<file path="src/rtl/exc_pkg.sv">
package exc_pkg;

    typedef enum logic [2:0] {
        SRC_EXT  = 3'd0,
        SRC_PRIV = 3'd1,
        SRC_SYSC = 3'd2,
        SRC_SEG  = 3'd3,
        SRC_NMI  = 3'd4,
        SRC_NVI  = 3'd5,
        SRC_VI   = 3'd6
    } src_e;

    typedef enum logic [2:0] {
        PH_IDLE, PH_ACK, PH_PUSH_PC, PH_PUSH_SW,
        PH_PUSH_ID, PH_LD_SW, PH_LD_PC, PH_COMMIT
    } phase_e;

    localparam int FLAG_W = 8;

    function automatic logic [FLAG_W-1:0] src_flag(src_e s);
        case (s)
            SRC_EXT:  return 8'h80;
            SRC_PRIV: return 8'h40;
            SRC_NMI:  return 8'h20;
            SRC_SEG:  return 8'h10;
            SRC_NVI:  return 8'h08;
            SRC_VI:   return 8'h04;
            SRC_SYSC: return 8'h02;
            default:  return 8'h00;
        endcase
    endfunction

    function automatic logic needs_ack(src_e s);
        return (s == SRC_SEG) || (s == SRC_NMI) || (s == SRC_NVI) || (s == SRC_VI);
    endfunction

    function automatic logic [1:0] ack_code(src_e s);
        case (s)
            SRC_NMI: return 2'd1;
            SRC_NVI: return 2'd2;
            SRC_VI:  return 2'd3;
            default: return 2'd0;
        endcase
    endfunction

endpackage

</file>
<file path="src/rtl/exc_pick.sv">
module exc_pick
    import exc_pkg::*;
(
    input  logic [7:1] pend_i,
    input  logic       nvi_en_i,
    input  logic       vi_en_i,
    output logic       hit_o,
    output src_e       src_o
);
    always_comb begin
        hit_o = 1'b1;
        src_o = SRC_EXT;
        if (pend_i[7])                 src_o = SRC_EXT;
        else if (pend_i[6])            src_o = SRC_PRIV;
        else if (pend_i[1])            src_o = SRC_SYSC;
        else if (pend_i[4])            src_o = SRC_SEG;
        else if (pend_i[5])            src_o = SRC_NMI;
        else if (pend_i[3] && nvi_en_i) src_o = SRC_NVI;
        else if (pend_i[2] && vi_en_i)  src_o = SRC_VI;
        else                           hit_o = 1'b0;
    end
endmodule

</file>
<file path="src/rtl/exc_addr.sv">
module exc_addr
    import exc_pkg::*;
#(
    parameter int          W        = 16,
    parameter int unsigned PSA_BASE = 16'h0100,
    parameter int unsigned VEC_BASE = 16'h0200
) (
    input  src_e         src_i,
    input  logic         sel_pc_i,
    input  logic [7:0]   id_lo_i,
    output logic [W-1:0] addr_o
);
    localparam logic [W-1:0] PSA = W'(PSA_BASE);
    localparam logic [W-1:0] VEC = W'(VEC_BASE);

    logic [W-1:0] slot;

    always_comb begin
        slot = PSA + W'({src_i, 2'b00});
        if (sel_pc_i && src_i == SRC_VI)
            addr_o = VEC + W'({id_lo_i, 1'b0});
        else if (sel_pc_i)
            addr_o = slot + W'(2);
        else
            addr_o = slot;
    end
endmodule

</file>
<file path="src/rtl/exc_entry_seq.sv">
module exc_entry_seq
    import exc_pkg::*;
#(
    parameter int          W        = 16,
    parameter int unsigned PSA_BASE = 16'h0100,
    parameter int unsigned VEC_BASE = 16'h0200,
    parameter int          NVIE_BIT = 11,
    parameter int          VIE_BIT  = 12
) (
    input  logic         clk,
    input  logic         rst_n,
    input  logic         boundary_i,
    input  logic [7:0]   req_set_i,
    input  logic [W-1:0] pc_i,
    input  logic [W-1:0] status_i,
    input  logic [W-1:0] instr_word_i,
    output logic         ack_req_o,
    output logic [1:0]   ack_src_o,
    input  logic         ack_valid_i,
    input  logic         ack_drive_i,
    input  logic [W-1:0] ack_data_i,
    output logic         push_valid_o,
    output logic [W-1:0] push_data_o,
    output logic         mem_req_o,
    output logic [W-1:0] mem_addr_o,
    input  logic         mem_valid_i,
    input  logic [W-1:0] mem_data_i,
    output logic         commit_o,
    output logic [W-1:0] new_status_o,
    output logic [W-1:0] new_pc_o,
    output logic         busy_o,
    output logic         halt_clr_o,
    output logic [7:0]   pending_o
);
    localparam logic [7:0]   SET_MASK = 8'hFE;
    localparam logic [W-1:0] OPEN_BUS = '1;

    typedef struct packed {
        phase_e       ph;
        src_e         src;
        logic [7:0]   pend;
        logic [W-1:0] pc;
        logic [W-1:0] sw;
        logic [W-1:0] id;
        logic [W-1:0] nsw;
        logic [W-1:0] npc;
    } seq_t;

    seq_t s_q, s_d;

    logic pick_hit;
    src_e pick_src;

    exc_pick u_pick (
        .pend_i   (s_q.pend[7:1]),
        .nvi_en_i (status_i[NVIE_BIT]),
        .vi_en_i  (status_i[VIE_BIT]),
        .hit_o    (pick_hit),
        .src_o    (pick_src)
    );

    exc_addr #(.W(W), .PSA_BASE(PSA_BASE), .VEC_BASE(VEC_BASE)) u_addr (
        .src_i    (s_q.src),
        .sel_pc_i (s_q.ph == PH_LD_PC),
        .id_lo_i  (s_q.id[7:0]),
        .addr_o   (mem_addr_o)
    );

    always_comb begin
        logic [7:0] clr;
        s_d = s_q;
        clr = '0;
        unique case (s_q.ph)
            PH_IDLE: begin
                if (boundary_i && pick_hit) begin
                    clr     = src_flag(pick_src);
                    s_d.src = pick_src;
                    s_d.pc  = pc_i;
                    s_d.sw  = status_i;
                    s_d.id  = instr_word_i;
                    s_d.ph  = needs_ack(pick_src) ? PH_ACK : PH_PUSH_PC;
                end
            end
            PH_ACK: begin
                if (ack_valid_i) begin
                    s_d.id = ack_drive_i ? ack_data_i : OPEN_BUS;
                    s_d.ph = PH_PUSH_PC;
                end
            end
            PH_PUSH_PC: s_d.ph = PH_PUSH_SW;
            PH_PUSH_SW: s_d.ph = PH_PUSH_ID;
            PH_PUSH_ID: s_d.ph = PH_LD_SW;
            PH_LD_SW: begin
                if (mem_valid_i) begin
                    s_d.nsw = mem_data_i;
                    s_d.ph  = PH_LD_PC;
                end
            end
            PH_LD_PC: begin
                if (mem_valid_i) begin
                    s_d.npc = mem_data_i;
                    s_d.ph  = PH_COMMIT;
                end
            end
            PH_COMMIT: s_d.ph = PH_IDLE;
            default:   s_d.ph = PH_IDLE;
        endcase
        s_d.pend = (s_q.pend | (req_set_i & SET_MASK)) & ~clr;
    end

    always_ff @(posedge clk or negedge rst_n) begin
        if (!rst_n) begin
            s_q <= '{ph: PH_IDLE, src: SRC_EXT, default: '0};
        end else begin
            s_q <= s_d;
        end
    end

    always_comb begin
        busy_o       = (s_q.ph != PH_IDLE);
        ack_req_o    = (s_q.ph == PH_ACK);
        ack_src_o    = ack_code(s_q.src);
        push_valid_o = (s_q.ph == PH_PUSH_PC) || (s_q.ph == PH_PUSH_SW) || (s_q.ph == PH_PUSH_ID);
        unique case (s_q.ph)
            PH_PUSH_PC: push_data_o = s_q.pc;
            PH_PUSH_SW: push_data_o = s_q.sw;
            PH_PUSH_ID: push_data_o = s_q.id;
            default:    push_data_o = '0;
        endcase
        halt_clr_o   = (s_q.ph == PH_PUSH_PC) &&
                       (s_q.src == SRC_NMI || s_q.src == SRC_NVI || s_q.src == SRC_VI);
        mem_req_o    = (s_q.ph == PH_LD_SW) || (s_q.ph == PH_LD_PC);
        commit_o     = (s_q.ph == PH_COMMIT);
        new_status_o = commit_o ? s_q.nsw : '0;
        new_pc_o     = commit_o ? s_q.npc : '0;
        pending_o    = s_q.pend;
    end

endmodule

</file>
<file path="config.mk">
export PLATFORM = sky130hd
export DESIGN_NAME = exc_entry_seq
export DESIGN_NICKNAME = d
export VERILOG_FILES = /design/src/rtl/exc_pkg.sv /design/src/rtl/exc_pick.sv /design/src/rtl/exc_addr.sv /design/src/rtl/exc_entry_seq.sv
export SDC_FILE = /design/constraint.sdc
export NUM_CORES = 1
export LEC_CHECK = 0
export ABC_AREA = 1
export CORE_MARGIN = 2
export CORE_UTILIZATION = 50
export CTS_BUF_LIST = sky130_fd_sc_hd__clkbuf_8
export DETAILED_ROUTE_END_ITERATION = 12
export DONT_BUFFER_PORTS = 1
export SYNTH_ARGS = -nofsm -noshare
export SYNTH_HDL_FRONTEND = slang
export SYNTH_SLANG_ARGS = --single-unit
</file>
<file path="constraint.sdc">
create_clock -name clk -period 2.9 [get_ports clk]
set_clock_uncertainty 0.1 [all_clocks]
set_input_delay 0.145 -clock clk [delete_from_list [all_inputs] [get_ports clk]]
set_output_delay 0.145 -clock clk [all_outputs]
set_load 0.005 [all_outputs]
</file>
# Word level (Yosys, flattened, before mapping)
# Index checks and enable logic that the tools add are counted.
[classes]
add_sub_neg = 3
n_eq_ne = 20
mux = 33
bitwise = 3
reduce_logical = 22
[ops]
columns = ["cell", "n"]
rows = [
  ["16-bit two-way mux", 7],
  ["8-bit case mux with 7 select lines", 1],
  ["16-bit case mux with 3 select lines", 1],
  ["16-bit case mux with 2 select lines", 1],
  ["3-bit equality test (second input constant)", 10],
  ["3-bit two-way mux", 10],
  ["3-bit case mux with 8 select lines", 1],
  ["16-bit by 2-bit adder with 16-bit output (second input constant)", 1],
  ["8-bit two-way mux", 2],
  ["3-bit by 2-bit equality test with 1-bit output (second input constant)", 4],
  ["10-bit by 9-bit adder with 11-bit output (first input constant)", 1],
  ["9-bit by 5-bit adder with 10-bit output (first input constant)", 1],
  ["8-bit bitwise AND", 1],
  ["1-bit logical OR", 8],
  ["8-bit inverter", 1],
  ["8-bit bitwise OR", 1],
  ["1-bit two-way mux", 7],
  ["3-bit by 1-bit equality test with 1-bit output (second input constant)", 2],
  ["3-bit zero test", 2],
  ["6-bit two-way mux", 1],
  ["2-bit != test (second input constant)", 3],
  ["2-bit case mux with 3 select lines", 1],
  ["2-bit AND reduction", 3],
  ["1-bit logical AND", 5],
  ["other kinds (6)", 6],
]
[word_totals]
regBits = 94
in_bits = 94
output_inout_bits = 80
wordCells = 89

# Logic depth before layout (Yosys ltp)
# Gate-level depths: netlist (run 1).
[logic_depth]
depth_word = 15
depth_mapped = 11
ltp_nobuf = 10

# Cells and area by module
# A second synthesis (run 1) with hierarchy kept.
[unflattened]
hier_cells = 673
area_unflattened_um2 = 4792.1
[by_module_without_submodules]
columns = ["module", "n_inst", "cells_each", "area_each_um2"]
rows = [
  ["exc_entry_seq", 1, 620, 4519.3],
  ["exc_addr", 1, 33, 175.2],
  ["exc_pick", 1, 20, 97.6],
]

# Least setup slack after synthesis (run 1)
# Ideal clock, no wire load.
[synth_timing]
path_kind = "register -> register"
start = "register s_q[93] (netlist bit)"
end = "register s_q, in the netlist pending_o[7]"
setup_time_ps = 117
arrival_time_ps = 1359
t_required_ps = 2683
path_slack_ps = 1325
path_stages_with_launch = 12
period_less_slack_ps = 1575
path_cell_list = "dfrtp_1 buf_6 inv_4 nand2_2 buf_6 nor2_4 nand3_4 inv_4 buf_6 nand2_1 nor2_1 nor2_1"
[synth_rtl]
columns = ["element", "line", "text"]
rows = [
  ["from (decl)", "exc_entry_seq.sv:49", "seq_t s_q, s_d;"],
  ["from (signal assigned)", "exc_entry_seq.sv:113", "s_q <= '{ph: PH_IDLE, src: SRC_EXT, default: '0};"],
  ["from (signal assigned)", "exc_entry_seq.sv:115", "s_q <= s_d;"],
]

# Worst setup path in the final report (run 1)
[layout_timing]
start = "register s_q[93] (netlist bit)"
end = "register s_q[43] (netlist bit)"
[layout_via]
elab_chain_cells = 3
word_cells_on_any_way = 7
cone_classes = "3 x eq/ne; 1 x mux; 3 x reduce/logical"
[layout_lines]
columns = ["element", "line", "text"]
rows = [
  ["3-bit by 1-bit equality test with 1-bit output *", "--", ""],
  ["named net ack_req_o", "exc_entry_seq.sv:17", "output logic ack_req_o,"],
  ["2-bit by 1-bit != test with 1-bit output (no source line) or 2-bit nonzero test (tied branches)", "--", ""],
  ["3-bit AND reduction (no source line)", "--", ""],
]
# Mark *: on every way through the listed nets, which the timed path passes. The rest lies on a longest branch.
# A chain may end at the register's enable or synchronous reset.

==> summary.md, run 1 <==
| Metric | Value |
|---|---|
| Status | completed |
| Register-to-register setup slack | 0.48 ns |
| Die Wd | about 100 um |
| Hold EP | s_q[41]$_DFFE_PN0P_ |
| Final hold vios | 0 |
| Period minus WS final | 2.421 ns |
| Die height | a little over 100 um |
| Cells after Synth | 638 |
| Clk Latency, worst-skew pair | 0.35 ns |
| Total CTS buffers | 9 |
| Pin count of the biggest net entering global routing | 94 |
| Cell variety after synth | 28 |
| Number of diodes | 0 |
| Clk sinks | 93 |
| CTS clock-pin slew for the worst setup and hold paths | approximately 0.09 ns |
| Gate power share | 39.1% |
| RR Startpoint | s_q[93]$_DFFE_PN0P_ |
| Post-synth top cells | nand2_1 (162), inv_1 (119), o21ai_0 (99), dfrtp_1 (93), nor2_1 (64) |
| Post-synth EDFFs | 0 |
| Area contributors post-synth | dfrtp_1 (49%), nand2_1 (13%), o21ai_0 (10%) |
| Routed Wire Length | 12450 um |
| Placed cells | between 700 and 800 |
| Starting density of the core | about 52% |
| Fin. max-slew vios | 0 |
| First-pass GRT wire length | about 19000 um |
| ANT nets after route | 0 |
| Worst-Margin Slew | 0.9247 ns |
| # fillers | 857 |
| Die area | approximately 0.010 mm^2 |
| P&R area growth vs syn | 20.78% |
| Worst-case clock buffer depth | 2 |
| Req. time, crit path | 3.06 ns |
| Overall Global Routing Usage | 24.38% |
| Tcrit/Tclk final | a little over four fifths |
| Crit path launch type | register |
| P_int | a little under 3 mW |
| Switch Pwr | between 2 and 2.5 mW |
| DR vias/cell | 4.963 |
| RSZ-0062 raised after global routing | false |
| Slew HR | 38.28% |
| Leakage power | 2.864 nW |
| Clock power share | around 18% |
| Worst r2r dst | s_q[43]$_DFFE_PN0P_ |
| Yosys warns | 0 |
| CORE AREA | roughly 0.0093 mm^2 |
| Max H-tree Level | 3 |
| PwrDens | 865.5 mW/mm^2 |
| MaxCap Viol Count | 0 |
| Critical path endpoint category | register |
| Initial drt markers | around 230 |
| Total power | 5.003 mW |
| Buffers on Ports | 0 |
| Root buffer cell | clkbuf_8 |
| Area leader, netlist | dfrtp_1 |
| Nets | 796 |
| Ratio of cells with drive above 1 in the final layout | 4.674% |
| Overflow after GRT | 0 |
| FP Rows | 35 |
| Post-synth top area share | 48.63% |
| Reg power frac | 43.3% |
| Gpl congestion | 0.8954 |
| Crit path kind | reg -> reg |
| Hold Path Depth | 4 |
| Max VDD drop | 0.0004279 V |
| Worst hold path class | in -> reg |
| Wire length per cell | 14.91 um |
| Min Hold Slack | 0.0008551 ns |
| Final Setup Violations | 0 |
| Cell with the most instances after synthesis | nand2_1 |
| Crit path max fanout | 20 |
| Non-Filler Instances | 835 |
| R2R depth | 8 |
| Top FF cell, synth | dfrtp_1 |
| Post-cts gate resize count | 0 |
| IO Count | 174 |
| Sequential cell area | 0.002327 mm^2 |
| Post-synth ARST share | 100.0% |
| # DRC | 0 |
| Fmax | 413.1 MHz |
| Multi-input gate area | 0.001748 mm^2 |
| Register area share after synthesis | 48.63% |
| Synthesized cell area | ~0.0048 mm^2 |
| Vias | approximately 4.1k |
| Drt pass-1 iters | 5 |
| Post-Syn Area per Cell | 7.501 um^2 |
| Post-DP HPWL | 8346 um |
| Worst Path Arrival | 2.58 ns |
| Initial antenna violation count | 0 |
| Yosys reg bits | 93 |
| Total negative slack | 0 ns |
| Sw Ratio | 40.87% |
| Min-delay src | ack_data_i[9] |
| Vias in the first global route | 4000 |
| CTS tree | yes |
==> critical path, cell delays in order (launching register included) <==
cell and delay (ns):
dfrtp_1 0.48, inv_4 0.12, nand2_2 0.23, nor2_4 0.41
o21ai_0 0.15, nand2_1 0.09, dlygate4sd3_1 0.56, inv_1 0.04
o21ai_0 0.15
==> logic make-up (layout without fill, tap and decap cells) <==
| group | after synthesis | count (layout) | synth area share, % |
|---|---|---|---|
| simple gates | 243 | 243 | 20.26 |
| flops | 93 | 93 | 48.63 |
| other cells | 1 | 8 | 0.07836 |
| compound gates | 136 | 136 | 15.63 |
| buf+inv | 165 | 226 | 15.40 |
==> layout by cell type (no fill, tap or decap), drive strengths merged, types with 2 or more instances in the layout <==
cell type    count
nor2            68
nand3            9
dfrtp           93
clkinv           2
clkbuf          10
nand2          163
nand4            2
dlygate4sd3     81
o221ai          16
conb             8
buf              6
inv            125
a21oi            5
o21ai          111
==> worst max path at each step <==
stage	slack (ns)	endpoint	startpoint	cells after the start
4_1_cts	0.52	mem_addr_o[2]	s_q[93]$_DFFE_PN0P_	6
6_report	0.48	s_q[43]$_DFFE_PN0P_	s_q[93]$_DFFE_PN0P_	8
3_3_place_gp	0.67	pending_o[5]$_DFF_PN0_	s_q[93]$_DFFE_PN0P_	8
5_1_grt	0.30	s_q[37]$_DFFE_PN0P_	s_q[93]$_DFFE_PN0P_	8
3_5_place_dp	0.63	pending_o[5]$_DFF_PN0_	s_q[93]$_DFFE_PN0P_	8
2_1_floorplan	1.32	pending_o[7]$_DFF_PN0_	s_q[93]$_DFFE_PN0P_	11
==> metrics by stage <==
stage / util [%] / worst slack, ns / cell area (um^2)
5_1_grt: 62.26 / 0.2999 / 5781
3_5_place_dp: 51.11 / 0.6298 / 4745
6_report: 62.26 / 0.4790 / 5781
4_1_cts: 62.26 / 0.5236 / 5781
2_1_floorplan: - / 1.325 / 4812
3_3_place_gp: 51.11 / 0.6683 / 4745
==> layer usage <==
metal  share of wire, %  up-vias  wire length, um  track usage [%]
li1                   -     2074                -                -
met1                 45     1901             5583            32.58
met2                 47      155             5866            40.03
met3                6.9       14              858            5.404
met4                1.1        0              138            7.282
met5                  0        -                0                0
==> area by class of cell <==
cell class | instances | area share, %
clock buffer | 10 | 2.381
clock inverter | 5 | 1.039
inverter | 124 | 8.139
multi-input combinational | 387 | 30.24
sequential | 93 | 40.26
tap | 129 | 2.792
timing repair buffer | 87 | 15.15
==> power by group through the flow <==
stage / Sequential, mW / Combinational (mW) / Clock (mW)
5_1_grt: 2.24 / 2.26 / 0.961
6_report: 2.17 / 1.96 / 0.879
2_1_floorplan: 2.10 / 1.51 / 0
4_1_cts: 2.16 / 1.96 / 0.903
3_5_place_dp: 2.19 / 1.78 / 0
3_3_place_gp: 2.17 / 1.73 / 0
==> state kept, by name (all words and copies together) (netlist names) <==
name,cells
s_q,86
pending_o,7
==> repair_timing <==
item                                   4_1_cts  5_1_grt
buffers inserted                             0        0
endpoints found under the hold margin      182        0
hold buffers                                82        0
(Power assumes the default switching activity.)
==> inputs of run 2 (changes only) <==
--- a/config.mk
+++ b/config.mk
@@ -5,12 +5,13 @@
 export SDC_FILE = /design/constraint.sdc
 export NUM_CORES = 1
 export LEC_CHECK = 0
-export ABC_AREA = 1
+export ABC_AREA = 0
 export CORE_MARGIN = 2
 export CORE_UTILIZATION = 50
 export CTS_BUF_LIST = sky130_fd_sc_hd__clkbuf_8
 export DETAILED_ROUTE_END_ITERATION = 12
 export DONT_BUFFER_PORTS = 1
+export PLACE_DENSITY = 0.68
 export SYNTH_ARGS = -nofsm -noshare
 export SYNTH_HDL_FRONTEND = slang
 export SYNTH_SLANG_ARGS = --single-unit
==> constraint.sdc (replaced) <==
create_clock -name clk -period 2.1 [get_ports clk]
set_clock_uncertainty 0.1 [all_clocks]
set_input_delay 0.105 -clock clk [delete_from_list [all_inputs] [get_ports clk]]
set_output_delay 0.105 -clock clk [all_outputs]
set_load 0.005 [all_outputs]
==> run 2 against run 1 <==
Effect of this change: the flow now finishes with violations (hold timing); register-to-register slack got worse by 0.33 ns; die area decreased by 0.85%; area after synthesis shrank 0.89%; worst setup slack got worse by 0.34 ns; global-route usage decreased by 1.7 points; non-clock buffer count is the same; first-iteration DRC count down 15%; worst hold slack got worse by 0.67 ns; utilization increased by 0.23 points; critical path depth fell by 3; cell area shrank 0.11%; critical path type is now reg -> out; largest power group unchanged; highest routed layer unchanged.
==> summary.md, run 2 <==
| Metric | Value |
|---|---|
| Final Setup Violations | 0 |
| Die Wd | between 100 and 150 um |
| IO Count | 174 |
| RR Startpoint | pending_o[5]$_DFF_PN0_ |
| First-pass GRT wire length | between 15000 and 20000 um |
| Post-DP HPWL | 7526 um |
| Final hold vios | between 90 and 100 |
| Post-synth top area share | 49.06% |
| Die height | 101.4 um |
| Cells after Synth | 486 |
| Multi-input gate area | 0.002162 mm^2 |
| Gpl congestion | 0.8435 |
| CORE AREA | 0.009240 mm^2 |
| Most frequent cells in the layout | nand2_1 (123), dfrtp_1 (91), dlygate4sd3_1 (66), mux2_2 (38), and2_1 (36) |
| Most common cell after layout, fill and taps aside | nand2_1 |
| CTS clock-pin slew for the worst setup and hold paths | 0.10 ns |
| Req. time, crit path | 1.89 ns |
| Met3 usage in global routing | 6.694% |
| Fin. max-slew vios | 0 |
| ANT nets after route | 0 |
| Post-route cell area | 0.005774 mm^2 |
| Post-DP Area | 0.004915 mm^2 |
| Worst hold path class | in -> async |
| Leakage power | 2.679 nW |
| CTS tree | yes |
| Ratio of cells with drive above 1 in the final layout | between 15 and 20% |
| Period minus WS final | 1.958 ns |
| Vias in the first global route | 3627 |
| Cell variety after synth | 43 |
| Vias | 3638 |
| Wire length per cell | between 15 and 20 um |
| Drt pass-1 iters | 4 |
| Register-to-register setup slack | 0.15 ns |
| Cell with the most instances after synthesis | nand2_1 |
| Crit path max fanout | 8 |
| Post-Syn Area per Cell | between 9 and 10 um^2 |
| RSZ-0062 raised after global routing | false |
| Clk sinks | 93 |
| Starting density of the core | 51.33% |
| Violated checks | hold timing |
| Worst Path Arrival | 1.75 ns |
| Initial drt markers | 192 |
| Number of diodes | 0 |
| Clk Latency, worst-skew pair | about 0.36 ns |
| Placed cells | 603 |
| # DRC | 0 |
| Fmax | 510.6 MHz |
| Top reg by flops | s_q |
| Overflow after GRT | 0 |
| # fillers | 732 |
| Buffers on Ports | 0 |
| Final core utilization | 62.49% |
| Area contributors post-synth | dfrtp_1 (49%), nand2_1 (9.7%), mux2_2 (9.0%) |
| Initial antenna violation count | 0 |
| CP startpoint | s_q[93]$_DFFE_PN0P_ |
| Hold Buf Count CTS | 66 |
| Overall Global Routing Usage | 22.68% |
| Post-CTS Setup Bufs | 0 |
| Max H-tree Level | 3 |
| Top FF cell, synth | dfrtp_1 |
| Post-synth EDFFs | 0 |
| Yosys warns | 0 |
| Met1 GRT Util | 28.28% |
| Area leader, netlist | dfrtp_1 |
| Worst r2r dst | s_q[35]$_DFFE_PN0P_ |
| Register area share after synthesis | between 40% and 50% |
| Min Hold Slack | -0.6710 ns |
| Die area | 0.01028 mm^2 |
| Routed Wire Length | 11470 um |
| Non-Filler Instances | about 690 |
| Yosys reg bits | 93 |
| Crit path kind | reg -> out |
| Setup crit end | mem_addr_o[7] |
| Status | finished, violations left |
| P&R area growth vs syn | 21.74% |
| R2R depth | 6 |
| Max FFs per register | 86 |
| Met2 Use GR | 37.70% |
| Root buffer cell | clkbuf_8 |
| Grt peak-use layer | met2 |
| Pin count of the biggest net entering global routing | 94 |
| Tcrit/Tclk final | 93.26% |
| Nets | 645 |
| Crit path launch type | register |
| Total CTS buffers | 9 |
| Worst-case clock buffer depth | 2 |
| Post-synth top cells | nand2_1 (123), dfrtp_1 (93), mux2_2 (38), and2_1 (36), nor2_1 (22) |
| DR vias/cell | 5.311 |
| PwrDens | about 1200 mW/mm^2 |
| Max VDD drop | slightly above 0.0006 V |
| Critical path endpoint category | primary output |
| Sequential cell area | roughly 0.0023 mm^2 |
| Synthesized cell area | approximately 0.0047 mm^2 |
| MaxCap Viol Count | 0 |
| FP Rows | 35 |
| Post-synth ARST share | 100.0% |
==> run 2: cell count changes in the layout (fill, tap and decap cells not counted), moves of 18 or more <==
cell	change
a31oi_1	+18
and2_1	+36
inv_1	-100
mux2_2	+38
nand2_1	-39
nor2_1	-42
o21ai_0	-83
==> run 2: logic make-up after synthesis <==
family                    after synthesis  share of synthesized area (%)
other                                   1                        0.07906
and+or+nand+nor                       203                          19.76
muxes                                  65                          15.77
DFF                                    93                          49.06
buffers and inverters                  59                          6.093
AOI/OAI and AO/OA                      63                          8.863
xor gates and xnor gates                2                         0.3694
==> run 2: through the flow <==
step           setup TNS, ns  total power, mW  worst slack, ns
2_1_floorplan              0            5.160          0.03540
3_3_place_gp               0            5.807           0.1969
3_5_place_dp               0            5.916           0.1629
4_1_cts             -0.01747            7.196        -0.008839
5_1_grt                    0            7.770          0.01466
6_report                   0            7.203           0.1415
==> run 2: timing repair <==
action	in CTS	in global routing
gates resized for setup	0	9
endpoints found under the hold margin	179	93
endpoints found under the setup margin	3	22
==> run 2: how the worst min path moves through the flow <==
stage | startpoint | end | cells past startpoint | slack [ns]
final | rst_n | s_q[22]$_DFFE_PN0P_ | 0 | -0.67
after global routing | rst_n | s_q[6]$_DFFE_PN0P_ | 0 | -0.70
after CTS | rst_n | s_q[6]$_DFFE_PN0P_ | 0 | -0.69
after detailed placement | rst_n | s_q[6]$_DFFE_PN0P_ | 0 | -0.29
after global placement | rst_n | s_q[6]$_DFFE_PN0P_ | 0 | -0.29
after floorplan | rst_n | pending_o[1]$_DFF_PN0_ | 0 | -0.29
==> run 2: layout make-up <==
type,count,area share [%]
flip-flops and latches,93,40.35
well taps,129,2.795
multi-input cells,341,37.44
repair buffers,87,14.89
inverters,19,1.235
clock inverters,6,0.9101
clock buffers,10,2.384
==> run 2: where the power goes <==
group	internal, mW	switching, mW	total, mW
Combinational	1.45	1.43	2.88
Clock	0.482	0.671	1.15
Sequential	2.62	0.549	3.17
==> run 2: critical path, cell delays in order, from the launching register on <==
cell and delay [ns]:
dfrtp_2 0.46, buf_4 0.17, and3b_1 0.22, nand3_1 0.14, inv_1 0.21, and2_1 0.20
==> run 2: per-layer routing <==
layer / vias to the layer above / share of wire (%)
li1: 1724 / -
met1: 1764 / 43
met2: 130 / 48
met3: 20 / 7.0
met4: 0 / 2.0
met5: - / 0
==> inputs of run 3 (changes only) <==
--- a/config.mk
+++ b/config.mk
@@ -7,11 +7,11 @@
 export LEC_CHECK = 0
 export ABC_AREA = 0
 export CORE_MARGIN = 2
-export CORE_UTILIZATION = 50
+export CORE_UTILIZATION = 60
 export CTS_BUF_LIST = sky130_fd_sc_hd__clkbuf_8
 export DETAILED_ROUTE_END_ITERATION = 12
 export DONT_BUFFER_PORTS = 1
-export PLACE_DENSITY = 0.68
+export PLACE_DENSITY = 0.79
 export SYNTH_ARGS = -nofsm -noshare
 export SYNTH_HDL_FRONTEND = slang
 export SYNTH_SLANG_ARGS = --single-unit
==> run 3 against run 2 <==
Effect of this change: highest routed layer unchanged; final cell count shrank 3.8%; the flow still finishes with violations (hold timing); wire length is 4.2% higher; register-to-register slack about the same; worst hold slack better by 0.020 ns; first-iteration DRC count increased by 12%.
==> summary.md, run 3 (synthesis results as in run 2) <==
| Metric | Value |
|---|---|
| Status | finished, violations left |
| Violated checks | hold timing |
| Most common cell after layout, fill and taps aside | nand2_1 |
| Initial antenna violation count | 0 |
| RSZ-0062 raised after global routing | false |
| Final hold vios | a little over 90 |
| Post-DP HPWL | 7653 um |
| Drt pass-1 iters | 5 |
| Final Setup Violations | 0 |
| Post-CTS Setup Bufs | 0 |
| IO Count | 174 |
| CTS tree | yes |
| Critical path endpoint category | primary output |
| Gpl congestion | 0.8648 |
| Fmax | between 400 and 500 MHz |
| Clk Latency, worst-skew pair | 0.35 ns |
| Worst-Margin Slew | between 0.6 and 0.7 ns |
| Total CTS buffers | 9 |
| Routed Wire Length | around 12000 um |
| Number of diodes | 0 |
| Placed cells | 577 |
| Total negative slack | 0 ns |
| Starting density of the core | a little over 60% |
| Max VDD drop | a little under 0.0007 V |
| Leakage power | ~2.7 nW |
| PwrDens | approximately 1300 mW/mm^2 |
| Buffers on Ports | 0 |
| Clk sinks | 93 |
| Overflow after GRT | 0 |
| Worst Path Arrival | around 1.8 ns |
| Pre-CTS WS | ~0.17 ns |
| Pin count of the biggest net entering global routing | 94 |
| Nets | 647 |
| Min Hold Slack | -0.6508 ns |
| Root buffer cell | clkbuf_8 |
| Hold Buf Count CTS | 67 |
| Max FFs per register | 86 |
| MaxCap Viol Count | 0 |
| ANT nets after route | 0 |
| # DRC | 0 |
| P&R area growth vs syn | 21.60% |
| Ratio of cells with drive above 1 in the final layout | roughly 17% |
| CORE AREA | 0.007687 mm^2 |
| Vias | between 3k and 4k |
| Non-Filler Instances | 659 |
| Vias in the first global route | 3709 |
| Period minus WS final | 2.001 ns |
| Crit path max fanout | 18 |
| DR vias/cell | 5.677 |
| Most frequent cells in the layout | nand2_1 (123), dfrtp_1 (91), dlygate4sd3_1 (67), mux2_2 (38), and2_1 (36) |
| CTS clock-pin slew for the worst setup and hold paths | 0.09 ns |
| # fillers | 502 |
| Max H-tree Level | 3 |
| Worst hold path class | in -> async |
| Overall Global Routing Usage | 27.66% |
| Multi-input gate area | 0.002163 mm^2 |
| Worst-case clock buffer depth | 2 |
| Die height | 92.91 um |
| Top reg by flops | s_q |
| FP Rows | 32 |
| Die Wd | 92.91 um |
| Crit path launch type | register |
| Req. time, crit path | 1.89 ns |
| Slew HR | 55.34% |
| Fin. max-slew vios | 0 |
| Initial drt markers | 215 |
| Final setup margin | 0.09886 ns |
| Tcrit/Tclk final | between 90% and 100% |
| Sequential cell area | 0.002330 mm^2 |
| Wire length per cell | approximately 18 um |
| Die area | 0.008632 mm^2 |
| First-pass GRT wire length | between 15000 and 20000 um |
| Crit path kind | reg -> out |
-- run 3: routing by layer --
layer	vias up	wire length, um	GRT usage [%]
met5	-	0	0
met4	0	261	10.05
met3	24	787	6.021
met2	176	5809	46.32
met1	1815	5096	35.47
li1	1726	-	-
-- run 3: path summary, 6_finish.rpt --
kind	start	to	slack, ns	cells after the start
worst max-delay path	s_q[91]$_DFFE_PN0P_	halt_clr_o	0.1	3
worst min-delay path	rst_n	s_q[57]$_DFFE_PN0P_	-0.65	0
worst max register to register	pending_o[5]$_DFF_PN0_	s_q[32]$_DFFE_PN0P_	0.16	6
worst min register to register	s_q[56]$_DFFE_PN0P_	s_q[56]$_DFFE_PN0P_	0.38	2
max in group asynchronous	rst_n	s_q[66]$_DFFE_PN0P_	2.38	0
min in group clk	instr_word_i[15]	s_q[47]$_DFFE_PN0P_	0.02	3
-- run 3: per-stage QoR --
step                      cell area (um^2)  util (%)  hold WS, ns  total power, mW
after global routing                  5768     75.03      -0.6779            7.819
after CTS                             5759     74.92      -0.6786            7.285
after global placement                4888     63.59      -0.2878            5.809
final                                 5768     75.03      -0.6508            7.341
after detailed placement              4888     63.59      -0.2887            5.972
after floorplan                       4770         -      -0.2906            5.160
-- run 3: layout make-up --
class / instances / share of cell area, %
multi-input combinational: 341 / 37.51
sequential: 93 / 40.39
clock buffer: 10 / 2.386
clock inverter: 5 / 1.063
timing repair buffer: 89 / 15.21
tap: 102 / 2.213
inverter: 19 / 1.236
-- run 3: what timing repair did --
item	in CTS	in global routing
endpoints found under the hold margin	177	93
setup endpoints to repair	1	21
resized for setup	1	12
-- run 3: worst max-delay path: stages, from the launching register on --
cell and delay (ns):
dfrtp_2 0.47, buf_4 0.18, buf_6 0.18, a2111oi_1 0.62
-- run 3: where the power goes --
| group | internal (mW) | leakage [nW] | switching [mW] |
|---|---|---|---|
| sequential | 2.63 | 1.10 | 0.561 |
| combinational | 1.47 | 1.49 | 1.50 |
| clock | 0.578 | 0.0906 | 0.610 |
| total | 4.67 | 2.68 | 2.67 |
